## src/rtl/eth_fcs_pkg.sv

```systemverilog
package eth_fcs_pkg;
  localparam int unsigned CRC_W     = 32;
  localparam int unsigned BYTE_W    = 8;
  localparam logic [CRC_W-1:0] CRC_POLY = 32'h04C1_1DB7;
  localparam logic [CRC_W-1:0] CRC_SEED = '1;
  localparam int unsigned FCS_BYTES = CRC_W / BYTE_W;
  localparam int unsigned FCS_CNT_W = $clog2(FCS_BYTES);

  typedef enum logic {
    PH_DATA = 1'b0,
    PH_FCS  = 1'b1
  } phase_e;
endpackage

```

## src/rtl/crc32_byte_step.sv

```systemverilog
// One unrolled byte of MSB-first CRC division, input byte reflected first.
module crc32_byte_step #(
  parameter int unsigned CW = 32,
  parameter int unsigned DW = 8,
  parameter logic [CW-1:0] POLY = 32'h04C1_1DB7
) (
  input  logic [CW-1:0] crc_i,
  input  logic [DW-1:0] data_i,
  output logic [CW-1:0] crc_o
);
  logic [DW-1:0] data_rev;
  logic [CW-1:0] stage [DW+1];

  for (genvar b = 0; b < DW; b++) begin : g_rev
    assign data_rev[b] = data_i[DW-1-b];
  end

  assign stage[0] = crc_i ^ {data_rev, {(CW-DW){1'b0}}};

  for (genvar k = 0; k < DW; k++) begin : g_shift
    assign stage[k+1] = stage[k][CW-1] ? ((stage[k] << 1) ^ POLY) : (stage[k] << 1);
  end

  assign crc_o = stage[DW];
endmodule

```

## src/rtl/crc32_finalize.sv

```systemverilog
// Complement then reflect the whole register.
module crc32_finalize #(
  parameter int unsigned CW = 32
) (
  input  logic [CW-1:0] crc_i,
  output logic [CW-1:0] fcs_o
);
  logic [CW-1:0] inv;
  assign inv = ~crc_i;

  for (genvar b = 0; b < CW; b++) begin : g_rev
    assign fcs_o[b] = inv[CW-1-b];
  end
endmodule

```

## src/rtl/fcs_serializer.sv

```systemverilog
// Holds the check word and shifts it out low byte first.
module fcs_serializer
  import eth_fcs_pkg::*;
#(
  parameter int unsigned CW = CRC_W,
  parameter int unsigned DW = BYTE_W,
  localparam int unsigned NB = CW / DW,
  localparam int unsigned IW = (NB > 1) ? $clog2(NB) : 1
) (
  input  logic          clk_i,
  input  logic          rst_ni,
  input  logic          load_i,
  input  logic [CW-1:0] word_i,
  input  logic          adv_i,
  output logic          busy_o,
  output logic [DW-1:0] byte_o,
  output logic          last_o
);
  phase_e        ph_q;
  logic [IW-1:0] idx_q;
  logic [CW-1:0] word_q;

  always_ff @(posedge clk_i or negedge rst_ni) begin
    if (!rst_ni) begin
      ph_q   <= PH_DATA;
      idx_q  <= '0;
      word_q <= '0;
    end else if (load_i) begin
      ph_q   <= PH_FCS;
      idx_q  <= '0;
      word_q <= word_i;
    end else if (ph_q == PH_FCS && adv_i) begin
      word_q <= word_q >> DW;
      if (last_o) begin
        ph_q  <= PH_DATA;
        idx_q <= '0;
      end else begin
        idx_q <= idx_q + 1'b1;
      end
    end
  end

  assign busy_o = (ph_q == PH_FCS);
  assign byte_o = word_q[DW-1:0];
  assign last_o = (idx_q == IW'(NB-1));
endmodule

```

## src/rtl/eth_fcs_append.sv

```systemverilog
module eth_fcs_append
  import eth_fcs_pkg::*;
#(
  parameter int unsigned DATA_W = BYTE_W,
  parameter int unsigned CHK_W  = CRC_W,
  parameter logic [CHK_W-1:0] POLY = CRC_POLY
) (
  input  logic              clk_i,
  input  logic              rst_ni,
  input  logic              in_valid_i,
  output logic              in_ready_o,
  input  logic [DATA_W-1:0] in_data_i,
  input  logic              in_sof_i,
  input  logic              in_eof_i,
  input  logic              in_bypass_i,
  output logic              out_valid_o,
  input  logic              out_ready_i,
  output logic [DATA_W-1:0] out_data_o,
  output logic              out_sof_o,
  output logic              out_eof_o
);
  logic [CHK_W-1:0]  crc_q, crc_base, crc_next, fcs_word;
  logic              byp_q, frame_byp, in_acc, fcs_load;
  logic              fcs_active, fcs_last;
  logic [DATA_W-1:0] fcs_byte;

  assign in_ready_o = out_ready_i && !fcs_active;
  assign in_acc     = in_valid_i && in_ready_o;
  assign frame_byp  = in_sof_i ? in_bypass_i : byp_q;
  assign crc_base   = in_sof_i ? {CHK_W{1'b1}} : crc_q;
  assign fcs_load   = in_acc && in_eof_i && !frame_byp;

  crc32_byte_step #(.CW(CHK_W), .DW(DATA_W), .POLY(POLY)) u_step (
    .crc_i  (crc_base),
    .data_i (in_data_i),
    .crc_o  (crc_next)
  );

  crc32_finalize #(.CW(CHK_W)) u_fin (
    .crc_i (crc_next),
    .fcs_o (fcs_word)
  );

  fcs_serializer #(.CW(CHK_W), .DW(DATA_W)) u_ser (
    .clk_i  (clk_i),
    .rst_ni (rst_ni),
    .load_i (fcs_load),
    .word_i (fcs_word),
    .adv_i  (out_ready_i),
    .busy_o (fcs_active),
    .byte_o (fcs_byte),
    .last_o (fcs_last)
  );

  always_ff @(posedge clk_i or negedge rst_ni) begin
    if (!rst_ni) begin
      crc_q <= '1;
      byp_q <= 1'b0;
    end else if (in_acc) begin
      crc_q <= crc_next;
      if (in_sof_i) byp_q <= in_bypass_i;
    end
  end

  always_comb begin
    if (fcs_active) begin
      out_valid_o = 1'b1;
      out_data_o  = fcs_byte;
      out_sof_o   = 1'b0;
      out_eof_o   = fcs_last;
    end else begin
      out_valid_o = in_valid_i;
      out_data_o  = in_data_i;
      out_sof_o   = in_sof_i;
      out_eof_o   = in_eof_i && frame_byp;
    end
  end
endmodule

```

## config.mk

```make
export PLATFORM = sky130hd
export DESIGN_NAME = eth_fcs_append
export DESIGN_NICKNAME = d
export VERILOG_FILES = /design/src/rtl/eth_fcs_pkg.sv /design/src/rtl/crc32_byte_step.sv /design/src/rtl/crc32_finalize.sv /design/src/rtl/fcs_serializer.sv /design/src/rtl/eth_fcs_append.sv
export SDC_FILE = /design/constraint.sdc
export NUM_CORES = 1
export LEC_CHECK = 0
export BUFFER_PORTS_ARGS = -buffer_cell sky130_fd_sc_hd__buf_2
export CAP_MARGIN = 30
export CORE_MARGIN = 2
export CORE_UTILIZATION = 61
export CTS_CLUSTER_SIZE = 8
export DETAILED_ROUTE_END_ITERATION = 8
export PLACE_DENSITY = 0.82
export SYNTH_ARGS = -nofsm -noshare
export SYNTH_HDL_FRONTEND = slang
export SYNTH_SLANG_ARGS = --single-unit
```

## constraint.sdc

```tcl
create_clock -name clk_i -period 2.6 [get_ports clk_i]
set_input_delay 0.52 -clock clk_i [delete_from_list [all_inputs] [get_ports clk_i]]
set_output_delay 0.52 -clock clk_i [all_outputs]
set_load 0.02 [all_outputs]
```

Yosys cells after proc, flatten, opt, wreduce, memory -nomap -nowiden. Cells that the tools add are included.

Shift operators: 0. Bitwise logic cells: 10. Equality and inequality tests: 1. $add $sub $neg: 1. Div/mod/pow operators: 0. Reductions and logical operators: 11. Mux-type cells: 22. $lt $le $gt $ge: 0. Multiply operators: 0.

Operators with widths (count): 27-bit 2-to-1 mux (8); 14-bit NOT (8); 32-bit 2-to-1 mux (3); 32-bit NOT (1); 32-bit bitwise XOR (1); 8-bit 2-to-1 mux (1); 1-bit 2-to-1 mux (7); 1-bit logical AND (6); 2-bit 2-to-1 mux (3); 2-bit nonzero test (2); 2-bit by 1-bit adder with 2-bit output (second input constant) (1); 2-bit equality test (second input constant) (1); 1-bit logical NOT (2); 2-bit AND reduction (1).

Input bits: 15. Bits in latches: 0. Memories: 0. Bits in writable memories: 0. Flip-flop bits (word level): 68. Output and inout bits: 12. Bits in read-only memories: 0.

Longest topological paths before layout. Gate-level depths: netlist of run 1.

Depth after elaboration: 20. Mapped depth: 8. Depth with buffers taken out: 6.

Hierarchy. Synthesis of run 1 repeated with hierarchy kept, for this count alone.

Cell total of the unflattened synthesis: 418. Area total of the unflattened synthesis: 4614.4 um^2.

By module, submodules not included: fcs_serializer (instances 1, area each 1961.9 um^2, cells an instance 192); eth_fcs_append (instances 1, area each 1770.4 um^2, cells an instance 124); crc32_byte_step (instances 1, area each 762.0 um^2, cells an instance 70); crc32_finalize (instances 1, area each 120.1 um^2, cells an instance 32).

Least setup slack after synthesis of run 1. OpenSTA, ideal clock, no wires.

Path type: in2reg. Start point: input out_ready_i. End point: register u_ser.word_q[23]. Path buffers: 2. Stages: 7. Setup slack: 0.426 ns. Data required time: 2.482 ns. Data arrival time: 2.056 ns. Cell sequence: nor2b_1 and2_0 and3_1 clkbuf_1 clkbuf_1 a21oi_1 a21o_1.

Longest elaborated chain between the ends: 5. Elaborated cells on any way between the ends: 7.

Ends and longest elaborated chain: start: declaration (RTL line eth_fcs_append.sv:17) `input logic out_ready_i,`; 1-bit logical AND (RTL line eth_fcs_append.sv:27) `assign in_ready_o = out_ready_i && !fcs_active;`; 1-bit logical AND (RTL line eth_fcs_append.sv:28) `assign in_acc = in_valid_i && in_ready_o;`; 1-bit logical AND (2 in series) (RTL line eth_fcs_append.sv:31) `assign fcs_load = in_acc && in_eof_i && !frame_byp;`; 32-bit 2-to-1 mux or 2-bit nonzero test (tied branches); end signal: assignment (RTL line fcs_serializer.sv:31) `word_q <= word_i;`; end signal: assignment (RTL line fcs_serializer.sv:33) `word_q <= word_q >> DW;`; end: declaration (RTL line fcs_serializer.sv:21) `logic [CW-1:0] word_q;`.

Several ways; a longest one is shown, not always the timed one. A chain may end at the register's enable or synchronous reset.

Final worst setup path of run 1.
Start point: register crc_q[31]. End point: register u_ser.word_q[23].

Longest elaborated chain between the ends: 17.

Ends and longest elaborated chain: start: declaration (RTL line eth_fcs_append.sv:22) `logic [CHK_W-1:0] crc_q, crc_base, crc_next, fcs_word;`; start signal: assignment (RTL line eth_fcs_append.sv:60) `crc_q <= crc_next;`; 32-bit 2-to-1 mux (*) (RTL line eth_fcs_append.sv:30) `assign crc_base = in_sof_i ? {CHK_W{1'b1}} : crc_q;`; 32-bit bitwise XOR (*) (RTL line crc32_byte_step.sv:18) `assign stage[0] = crc_i ^ {data_rev, {(CW-DW){1'b0}}};`; 27-bit 2-to-1 mux (*) (RTL line crc32_byte_step.sv:21) `assign stage[k+1] = stage[k][CW-1] ? ((stage[k] << 1) ^ POLY) : (stage[k] << 1);`; 14-bit NOT (no source line); 27-bit 2-to-1 mux (2 in series) (RTL line crc32_byte_step.sv:21); 14-bit NOT (no source line); 27-bit 2-to-1 mux (RTL line crc32_byte_step.sv:21); 14-bit NOT (no source line); 27-bit 2-to-1 mux (2 in series) (RTL line crc32_byte_step.sv:21); 14-bit NOT (no source line); 27-bit 2-to-1 mux (*) (RTL line crc32_byte_step.sv:21); 14-bit NOT (no source line); 27-bit 2-to-1 mux (*) (RTL line crc32_byte_step.sv:21); 32-bit NOT (*) (RTL line crc32_finalize.sv:9) `assign inv = ~crc_i;`; 32-bit 2-to-1 mux (*) (RTL line fcs_serializer.sv:28) `end else if (load_i) begin`.

Mark *: on every way between the ends. The rest lies on a longest branch, timed or not.

==> metrics list, run 1 <==
- Num Clock Sinks: 68
- FP Rows: 30
- Of the total power, combinational logic draws 0.542.
* Number of nets still failing antenna checks after routing: 0
* Reg power frac: 0.318
- The number of hold buffers added after CTS was 0.
- Number of maximum-capacitance violations: 0
* Aggregate negative setup slack: 0 ns
* Met1 demand-to-capacity share in global routing: 0.3607
- Of the cells placed in the final design, the portion with a size suffix greater than 1 is 0.2545.
- Cell area power density: 1407 nW/um^2
- The initial utilization of the core area, before any placement, comes to 0.6214.
- Setup repair after global routing left no endpoint under its margin.
* Sequential fraction of the synthesis area: 0.4171
- Of the total power, the share spent switching nets is 0.4005.
- Count of unresolved DRC violations after routing: 0
* Largest clock skew in the final design: 0.008313 ns
- Clock transition at path regs: 0.07 ns
* Via density: 5.727
- Violation count after the first detailed-routing iteration: 141
- Critical path peak fanout: 7
- Clock latency on the worst-skew pair: 0.35 ns
- IR analysis of the VDD net gives a maximum drop of 571.6 uV.
* Maximum count of clock buffers along a single path: 2
- The die covers 7522 um^2.
- Kind of end point of the critical path: register
- Sw power: 2.588 mW
- Half-perimeter wire length of the detailed placement result: 6.294 mm
- Status: complete, no violations
- Syn Nets: 435
- Slew at the pin closest to its max-slew limit: 0.5302 ns
- Total iterations of the first detailed-routing run: 4
- Maximum clock rate: 440.1 MHz
- Cell internal power was estimated by the tool at 3.873 mW.
- At the worst endpoint, the required time is 2.84 ns.
- Summing over every cut layer, the via total after detailed routing is 3001.
- Synth-to-layout area growth: 9.949%
* Number of cells after detailed placement: 508
- Of the total power, the clock network draws 0.139.
- TritonCTS built the clock tree.
- In this run the tool buffered the top-level ports with 26 buffer cells.
* Number of slew-limit violations in the final report: 0
* Number of fill cells: 496
- STA classifies the critical path startpoint as a register.
* Worst reg2reg setup slack: 0.33 ns
- The via count of the first global-routing pass came to 2990.
* Synthesized cell area: 4175 um^2
* Max transition margin: 0.6465
* Height of the die: 86.73 um
* Placeable core region: 6719 um^2
* Most used routing layer in global routing: met2
- Shortest period the worst path allows: 2.272 ns
* Netlist cell types: 32
- In the global route stage, met2 resource usage came out at 0.4224.
- After detailed routing, the average wire length per cell comes to 17.62 um.
- Post-placement worst setup slack: 0.2994 ns
- Of the available clock period, the critical path in the final layout requires 0.8738.
* Antenna violations before repair: 0
* Crit path DAT: 2.52 ns
* Worst hold path type: in2async
* Final Instance Count excl. Fillers: 524
* Yosys warns: 0
- At the end of routability-driven placement, the weighted congestion stood at 0.8845.
- I/O Pins: 27
- After clock tree synthesis, the repair step resized 0 gates.
- The clock tree synthesis step divided the H-tree into 3 levels.
* Pin count of the biggest net entering global routing: 61
- After clock tree synthesis, the setup repair step added 0 buffers.
* Number of diodes added for antenna fixing: 0
- Gate Count Post-Synth: 419
* Final worst slack: 0.3280 ns
- Per-instance average area after synthesis: 9.965 um^2
- Registers take 1742 um^2.
* Tot GR Track Use: 0.2693
- Global routing finished with a remaining overflow of 0.
* Wire length of the first global-routing pass: 15.21 mm
- Global-route met3 utilization: 0.04381
- Summing all multi-input logic gate instances after layout gives 2298 um^2.
* Root buf cell: sky130_fd_sc_hd__clkbuf_8
- After synthesis the netlist holds a flip-flop and latch count of 68.
- Worst Reg2Reg Path Length in Cells: 6
- Final nets: 455
* Final wirelength: 9.231 mm
- Summed over all cells, the static leakage comes to 2.131 nW.
- The number of hold violations in the final report came to 0.
- In this run the horizontal extent of the chip is 86.73 um.
- Kind of critical path: reg2reg
- Setup violation total in the final timing report: 0
- Clock buffer count from CTS: 9
==> worst paths after layout <==
kind,start,endpoint
setup / recovery,crc_q[31],u_ser.word_q[23]
hold / removal,rst_ni,u_ser.word_q[2]
setup reg to reg,crc_q[31],u_ser.word_q[23]
hold reg to reg,crc_q[10],crc_q[10]
max in group asynchronous,rst_ni,crc_q[19]
min in group clk_i,in_bypass_i,byp_q
==> registers in the layout, summed over array words and instances (netlist names) <==
name and cells:
crc_q 32, u_ser.word_q 32, u_ser.idx_q 2, byp_q 1
u_ser.busy_o 1
==> cell usage in the layout (no fill, tap or decap), drive strengths merged <==
master / n
xnor3: 8
nand3: 14
o21ai: 49
mux2i: 16
xnor2: 64
or2: 1
nor3: 1
dfrtp: 36
xor2: 16
nor2: 34
buf: 40
clkinvlp: 1
dfstp: 32
xor3: 3
and2: 1
nand2b: 3
a21oi: 8
ha: 1
a21o: 10
nor2b: 2
bufinv: 1
clkbuf: 12
clkinv: 2
nand2: 72
mux2: 13
and3: 4
==> Yosys cell counts (all sizes together) <==
master,n,area [um^2]
nand2,72,270.3
xnor2,64,613.1
o21ai,49,245.2
dfrtp,36,900.9
nor2,34,140.1
dfstp,32,840.8
clkbuf,19,71.32
mux2i,16,160.2
xor2,16,200.2
nand3,14,70.07
mux2,13,146.4
buf,12,63.81
a21o,10,75.07
a21oi,8,40.04
xnor3,8,180.2
and3,4,25.02
nand2b,3,18.77
xor3,3,71.32
nor2b,2,12.51
and2,1,6.260
ha,1,12.51
nor3,1,5.000
or2,1,6.260
==> stage by stage <==
step | hold slack [ns] | power [mW] | util | cell area [um^2]
detailed placement | 0.4720 | 5.524 | 0.6531 | 4388
CTS | 0.1151 | 6.464 | 0.6832 | 4591
global route | 0.1405 | 6.881 | 0.6832 | 4591
global placement | 0.4634 | 5.430 | 0.6531 | 4388
finish | 0.1115 | 6.461 | 0.6832 | 4591
floorplan | 0.2244 | 4.759 | - | 4175
==> cells by family after synthesis <==
family / share of synthesized area
AND/OR/NAND/NOR: 0.1328
XOR/XNOR: 0.2550
flip-flops: 0.4171
AO/OA/AOI/OAI: 0.08631
buffers and inverters: 0.03236
multiplexers: 0.07342
adder cells (fa/ha/maj): 0.002996
==> critical path: stages, from the launching register on <==
cell and delay (ns):
sky130_fd_sc_hd__dfstp_2 0.68, sky130_fd_sc_hd__xnor2_1 0.15, sky130_fd_sc_hd__nor2_4 0.18, sky130_fd_sc_hd__xor2_4 0.27, sky130_fd_sc_hd__xor2_2 0.28, sky130_fd_sc_hd__xnor3_1 0.40, sky130_fd_sc_hd__a21o_1 0.19
==> power groups by stage <==
stage	Sequential [mW]	Combinational (mW)	Clock, mW
CTS	2.05	3.50	0.910
global route	2.10	3.83	0.952
finish	2.06	3.50	0.898
global placement	2.04	3.39	0
detailed placement	2.07	3.46	0
floorplan	1.89	2.87	0
==> layout make-up <==
type	instances	share of cell area
clock buffer	12	0.03380
clock inverter	4	0.01036
multi-input combinational	320	0.5007
sequential	68	0.3794
tap	80	0.02180
timing repair buffer	40	0.05397
==> routing by layer <==
layer	share of wire	up-vias
li1	-	1402
met4	0.029	0
met5	0	-
met3	0.038	22
met1	0.45	1489
met2	0.48	88
Note: power is estimated with default switching activity, not from simulation.
==> run 2, diff against run 1 <==
==> constraint.sdc (replaced) <==
create_clock -name clk_i -period 2.1 [get_ports clk_i]
set_input_delay 0.42 -clock clk_i [delete_from_list [all_inputs] [get_ports clk_i]]
set_output_delay 0.42 -clock clk_i [all_outputs]
set_load 0.02 [all_outputs]
==> run 2 against run 1 <==
Clock power rose by 7.2%; worst setup slack got worse by 0.32 ns; core utilization rose by 3.6 points; sequential power rose by 21%; register-to-register slack got worse by 0.32 ns; combinational power rose by 43%.
==> metrics list, run 2 (same netlist as run 1, synthesis figures left out) <==
- The number of hold violations in the final report is 0.
* Placeable core region: 6719 um^2
- Violation count after the first detailed-routing iteration: 264
- The run finished with clean final reports.
- From synthesis to final layout, the design area changed by 15.76%.
* Length of routed met3 wiring: 547 um
- The worst setup path is launched from a register.
* Worst hold path type: in2async
* Largest clock skew in the final design: 0.009212 ns
* Kind of end point of the critical path: register
* Aggregate negative setup slack: 0 ns
- Post-DP Area: 4621 um^2
- Clock buffer count from CTS: 9
* Max transition margin: 0.7590
- Slew at the pin closest to its max-slew limit: 0.3590 ns
* Worst endpoint required time: 2.35 ns
* Overall via count from detail_route: 3165
- Max VDD drop: 695.9 uV
- Port bufs: 26
- Post-route design area: 4833 um^2
- From left edge to right edge, the die measures 86.73 um.
- Half-perimeter wire length of the detailed placement result: 6.847 mm
* Weighted congestion at the end of routability-driven global placement: 0.8703
* Critical path peak fanout: 4
- In the routed design, unresolved DRC markers number 0.
- Cell family with most CP delay: XOR/XNOR gates
* Height of the die: 86.73 um
- Number of maximum-capacitance violations: 0
* Cell area power density: 1749 nW/um^2
- The die covers 7522 um^2.
- The first detailed-routing pass ran for 5 iterations.
* CTS tree: done
- Number of diodes added for antenna fixing: 0
- At the end of the flow the core is filled with cells to 0.7194.
- The first global-routing pass estimated 16.05 mm of wire.
* Maximum count of clock buffers along a single path: 2
* Final clock period utilization by the worst path: 0.9981
* Post-placement worst setup slack: -0.03020 ns
- Summed over all layers, the global routing overflow is 0.
* Final wirelength: 9.787 mm
- In the final layout, the share of cells above drive strength 1 is 0.3121.
- Setup repair after global routing missed its margin: yes
- Num Clock Sinks: 68
* Final worst slack: 0.003973 ns
- Setup violation total in the final timing report: 0
- The worst path in the final design needs a cycle of 2.096 ns, including I/O delays and setup.
- In the final layout, the registers with the most flip-flops are crc_q: 32 flops, u_ser.word_q: 32 flops, u_ser.idx_q: 2 flops.
- For this run, the total global-route usage over all layers was measured as 0.2848.
- Derived from the worst setup path, the maximum achievable clock frequency is 477.1 MHz.
* # hold bufs at CTS: 0
* Antenna violations before repair: 0
- FP Rows: 30
- I/O Pins: 27
- Top layer reached by signal wires: met4
- Worst path bufs/invs: 0
* Via count of the first global-routing pass: 3093
- Overall power consumption after layout is estimated at 8.454 mW.
* Kind of critical path: reg2reg
- Critical Path Slowest Stage Cell: sky130_fd_sc_hd__dfstp_2
* Most frequent cell on the critical path: sky130_fd_sc_hd__xnor2_4
- The top cell types in the final layout, fill and taps aside, are sky130_fd_sc_hd__nand2_1, sky130_fd_sc_hd__xnor2_1, sky130_fd_sc_hd__o21ai_0.
- After detailed routing, the average wire length per cell comes to 17.76 um.
- Most common cell after layout, fill and taps aside: sky130_fd_sc_hd__nand2_1
- Met2 wire length: 4.757 mm
* Number of nets still failing antenna checks after routing: 0
- The final-report max-slew violation count came to 0.
- In this run the static leakage power is 2.277 nW.
* Root buf cell: sky130_fd_sc_hd__clkbuf_8
- Number of H-tree levels: 3
- Entering global routing, the biggest net connects 69 pins.
- At the later pin of the worst-skew pair, clock insertion delay measures 0.35 ns.
- After the last flow step, the layout net total stands at 482.
- The critical path goes through xnor2_1 > nor2_2 > xnor2_4 > xnor2_4 > xnor3_1 > a21o_1.
* Clock transition at path regs: 0.08 ns
- After detailed routing, the wire length on met1 is 4.304 mm.
* Crit path DAT: 2.35 ns
- The initial utilization of the core area, before any placement, comes to 0.6214.
- Delay contributed by the slowest stage of the critical path: 0.59 ns
- Dividing the detail-routed via count by the number of cells gives 5.744.
[run 2: power breakdown]
part / internal, mW / switching, mW
registers: 2.09 / 0.410
clock network: 0.453 / 0.511
logic: 2.48 / 2.51
total: 5.02 / 3.43
[run 2: what timing repair did]
action                     in CTS  in global routing
buffers inserted                2                  0
gates resized for setup         0                  6
pin swaps                       2                  1
setup endpoints to repair       2                 13
[run 2: stage by stage]
step / std cells / hold WS, ns
after global routing: 551 / 0.1039
after global placement: 533 / 0.4602
final: 551 / 0.07955
after floorplan: 419 / 0.1244
after CTS: 551 / 0.08489
after detailed placement: 533 / 0.4640
[run 2: cell type report]
cell class                 count  area [um^2]
tap                           80        100.1
sequential                    68         1742
clock inverter                 5        27.53
fill                         440         1886
clock buffer                  11        141.4
timing repair buffer          67        488.0
multi-input combinational    320         2335
[run 2: layer usage]
metal / GRT usage / vias to the layer above
met5: 0 / -
met4: 0.08949 / 0
met3: 0.05905 / 16
met2: 0.4357 / 113
met1: 0.4109 / 1576
li1: - / 1460
[run 2: path summary, 6_finish.rpt]
| check | endpoint | slack (ns) | cells after the start | start |
|---|---|---|---|---|
| max | u_ser.word_q[20] | 0.004 | 6 | crc_q[30] |
| min | u_ser.word_q[17] | 0.08 | 2 | rst_ni |
| max reg2reg | u_ser.word_q[20] | 0.004 | 6 | crc_q[30] |
| min reg2reg | crc_q[8] | 0.47 | 2 | crc_q[8] |
| max in group asynchronous | crc_q[23] | 1.69 | 2 | rst_ni |
| min in group clk_i | byp_q | 0.32 | 2 | in_bypass_i |
==> run 3, diff against run 2 <==
--- a/config.mk
+++ b/config.mk
@@ -7,11 +7,11 @@
 export LEC_CHECK = 0
 export BUFFER_PORTS_ARGS = -buffer_cell sky130_fd_sc_hd__buf_2
 export CAP_MARGIN = 30
-export CORE_MARGIN = 2
+export CORE_MARGIN = 1.5
 export CORE_UTILIZATION = 61
 export CTS_CLUSTER_SIZE = 8
 export DETAILED_ROUTE_END_ITERATION = 8
-export PLACE_DENSITY = 0.82
+export PLACE_DENSITY = 0.88
 export SYNTH_ARGS = -nofsm -noshare
 export SYNTH_HDL_FRONTEND = slang
 export SYNTH_SLANG_ARGS = --single-unit
==> run 3 against run 2 <==
The flow now finishes with violations (negative setup slack); global-route usage rose by 0.60 points; sequential share of layout area rose by 0.15 points; core utilization rose by 2.2 points; critical path depth did not move; fmax fell by 6.4%; clock skew fell by 0.0011 ns; die area fell by 2.3%; clock-buffer cell count did not move; critical endpoint unchanged; largest cell class unchanged.
==> metrics list, run 3 (same netlist as run 1, synthesis figures left out) <==
* Wire length of the first global-routing pass: 15.97 mm
- Synth-to-layout area growth: 15.28%
* Number of slew-limit violations in the final report: 0
* Kind of critical path: reg2reg
- Clock buffer count from CTS: 9
* Violated checks: negative setup slack
- The library cells used most frequently in the layout, excluding fill and tap cells, are sky130_fd_sc_hd__nand2_1, sky130_fd_sc_hd__xnor2_1, sky130_fd_sc_hd__o21ai_0.
- 0 antenna diodes ended up in the layout.
- In this run the static leakage power is 2.278 nW.
- Overall via count from detail_route: 3323
* Port bufs: 26
* Critical Path Source Type: register
* Number of fill cells: 389
- Weighted congestion at the end of routability-driven global placement: 0.8805
* I/O Pins: 27
- Die extent in x: 85.73 um
* Reg-to-reg endpoint: u_ser.word_q[20]
- At the end of the flow, the number of nets in the layout was 483.
* Maximum clock rate: 446.5 MHz
* Worst flop-to-flop path startpoint: crc_q[30]
- The H-tree was split into 3 levels.
- FP Rows: 29
* Worst endpoint required time: 2.35 ns
- Max transition margin: 0.7512
* Aggregate negative setup slack: -0.2805 ns
* Violation count after the first detailed-routing iteration: 339
* Status: finished with violations
- Number of nets still failing antenna checks after routing: 0
* Starting density of the core: 0.6428
* Tot GR Track Use: 0.2908
- Height of the die: 85.73 um
* Maximum count of clock buffers along a single path: 2
- The total area inside the core boundary comes to 6495 um^2.
- Clock skew on the completed layout was measured at 0.008146 ns.
- In the routed design, unresolved DRC markers number 0.
- Clock tree synthesis selected as its root buffer the cell sky130_fd_sc_hd__clkbuf_8.
- The wire-length estimate of the detail-placed layout is 6.816 mm.
- Max VDD drop: 1119 uV
- Via density: 6.053
- Regs by FF count: crc_q: 32 flops, u_ser.word_q: 32 flops, u_ser.idx_q: 2 flops
* Final clock period utilization by the worst path: 1.067
- Across the run, the number of max-cap violations was 0.
- Hold timing on the final database bottoms out at a slack of 0.05381 ns.
- DIE AREA: 7350 um^2
- Slew at the pin closest to its max-slew limit: 0.3705 ns
- Of the cells placed in the final design, the portion with a size suffix greater than 1 is 0.3093.
- Shortest period the worst path allows: 2.240 ns
- Dividing total power by cell area gives a power density of 1785 nW/um^2.
- WL/cell: 19.88 um
- After global routing the overflow that remains totals 0.
- Worst hold path type: in2async
- Counting cells, the worst reg-to-reg path comes to 6.
- Setup crit end: u_ser.word_q[20]
* Most common cell after layout, fill and taps aside: sky130_fd_sc_hd__nand2_1
- Setup violations remaining at the end of the flow were counted as 6.
* Total iterations of the first detailed-routing run: 5
- The clock drives 68 sinks.
- Clock transition at path regs: 0.08 ns
- STA classifies the critical path endpoint as a register.
- Final wirelength: 10.91 mm
- Setup slack on the critical path of the routed design comes to -0.1397 ns.
- Via count of the first global-routing pass: 3118
- Setup repair after global routing missed its margin: yes
* Number of hold violations in the final report: 0
- Of all nets on the critical path, the largest fanout is 5.
* CTS tree: done
- Data arrives at the worst endpoint at 2.49 ns.
- Worst reg2reg setup slack: -0.14 ns
- The initial antenna violation count came to 0.
* Critical Path Source: crc_q[30]
* Clock latency on the worst-skew pair: 0.36 ns
- Pin count of the biggest net entering global routing: 69
run 3: changes by cell type in the layout (fill, tap and decap cells not counted), sizes merged:
cell      delta
buf          +1
clkinv       +1
clkinvlp     -1
run 3: report_power, final:
group | switching [mW] | internal, mW
clock network | 0.527 | 0.423
logic | 2.62 | 2.48
registers | 0.454 | 2.09
run 3: layer usage:
layer	GRT usage	up-vias	share of wire
li1	-	1458	-
met2	0.4538	184	0.48
met4	0.1349	0	0.036
met1	0.3911	1647	0.40
met3	0.06352	34	0.091
met5	0	-	0
run 3: worst min-delay path by stage:
stage | startpoint | endpoint | cells past startpoint
after floorplan | rst_ni | byp_q | 0
after global placement | rst_ni | u_ser.word_q[9] | 2
after detailed placement | rst_ni | u_ser.word_q[9] | 2
after CTS | rst_ni | u_ser.word_q[15] | 2
after global routing | rst_ni | u_ser.word_q[15] | 2
final | rst_ni | u_ser.word_q[15] | 2
run 3: final cells by class:
class | count | area, um^2 | area share
flip-flops and latches | 68 | 1742 | 0.3618
clock inverters | 5 | 28.78 | 0.005979
repair buffers | 68 | 483.0 | 0.1003
multi-input cells | 320 | 2332 | 0.4845
well taps | 77 | 96.34 | 0.02002
clock buffers | 11 | 131.4 | 0.02729
run 3: metrics by stage:
| step | power (mW) | worst slack, ns | std cells | util | instance area, um^2 |
|---|---|---|---|---|---|
| after floorplan | 5.902 | 0.02556 | 419 | - | 4183 |
| after global placement | 6.973 | 0.01153 | 524 | 0.7020 | 4559 |
| after detailed placement | 7.193 | -0.03685 | 524 | 0.7020 | 4559 |
| after CTS | 8.172 | 0.001554 | 541 | 0.7278 | 4727 |
| after global routing | 9.026 | -0.1687 | 549 | 0.7411 | 4813 |
| final | 8.590 | -0.1397 | 549 | 0.7411 | 4813 |
run 3: worst max-delay path, stage by stage (launching register included):
cell,delay [ns]
sky130_fd_sc_hd__dfstp_2,0.57
sky130_fd_sc_hd__xnor2_1,0.11
sky130_fd_sc_hd__nor2_2,0.27
sky130_fd_sc_hd__xnor2_4,0.19
sky130_fd_sc_hd__xnor2_4,0.28
sky130_fd_sc_hd__xnor3_1,0.51
sky130_fd_sc_hd__a21o_1,0.22
run 3: timing repair:
action                     in CTS  in global routing
hold buffers                    0                  0
pin swaps                       1                  5
gates resized for setup         0                  5
buffers inserted                1                  8
setup endpoints to repair       2                 12
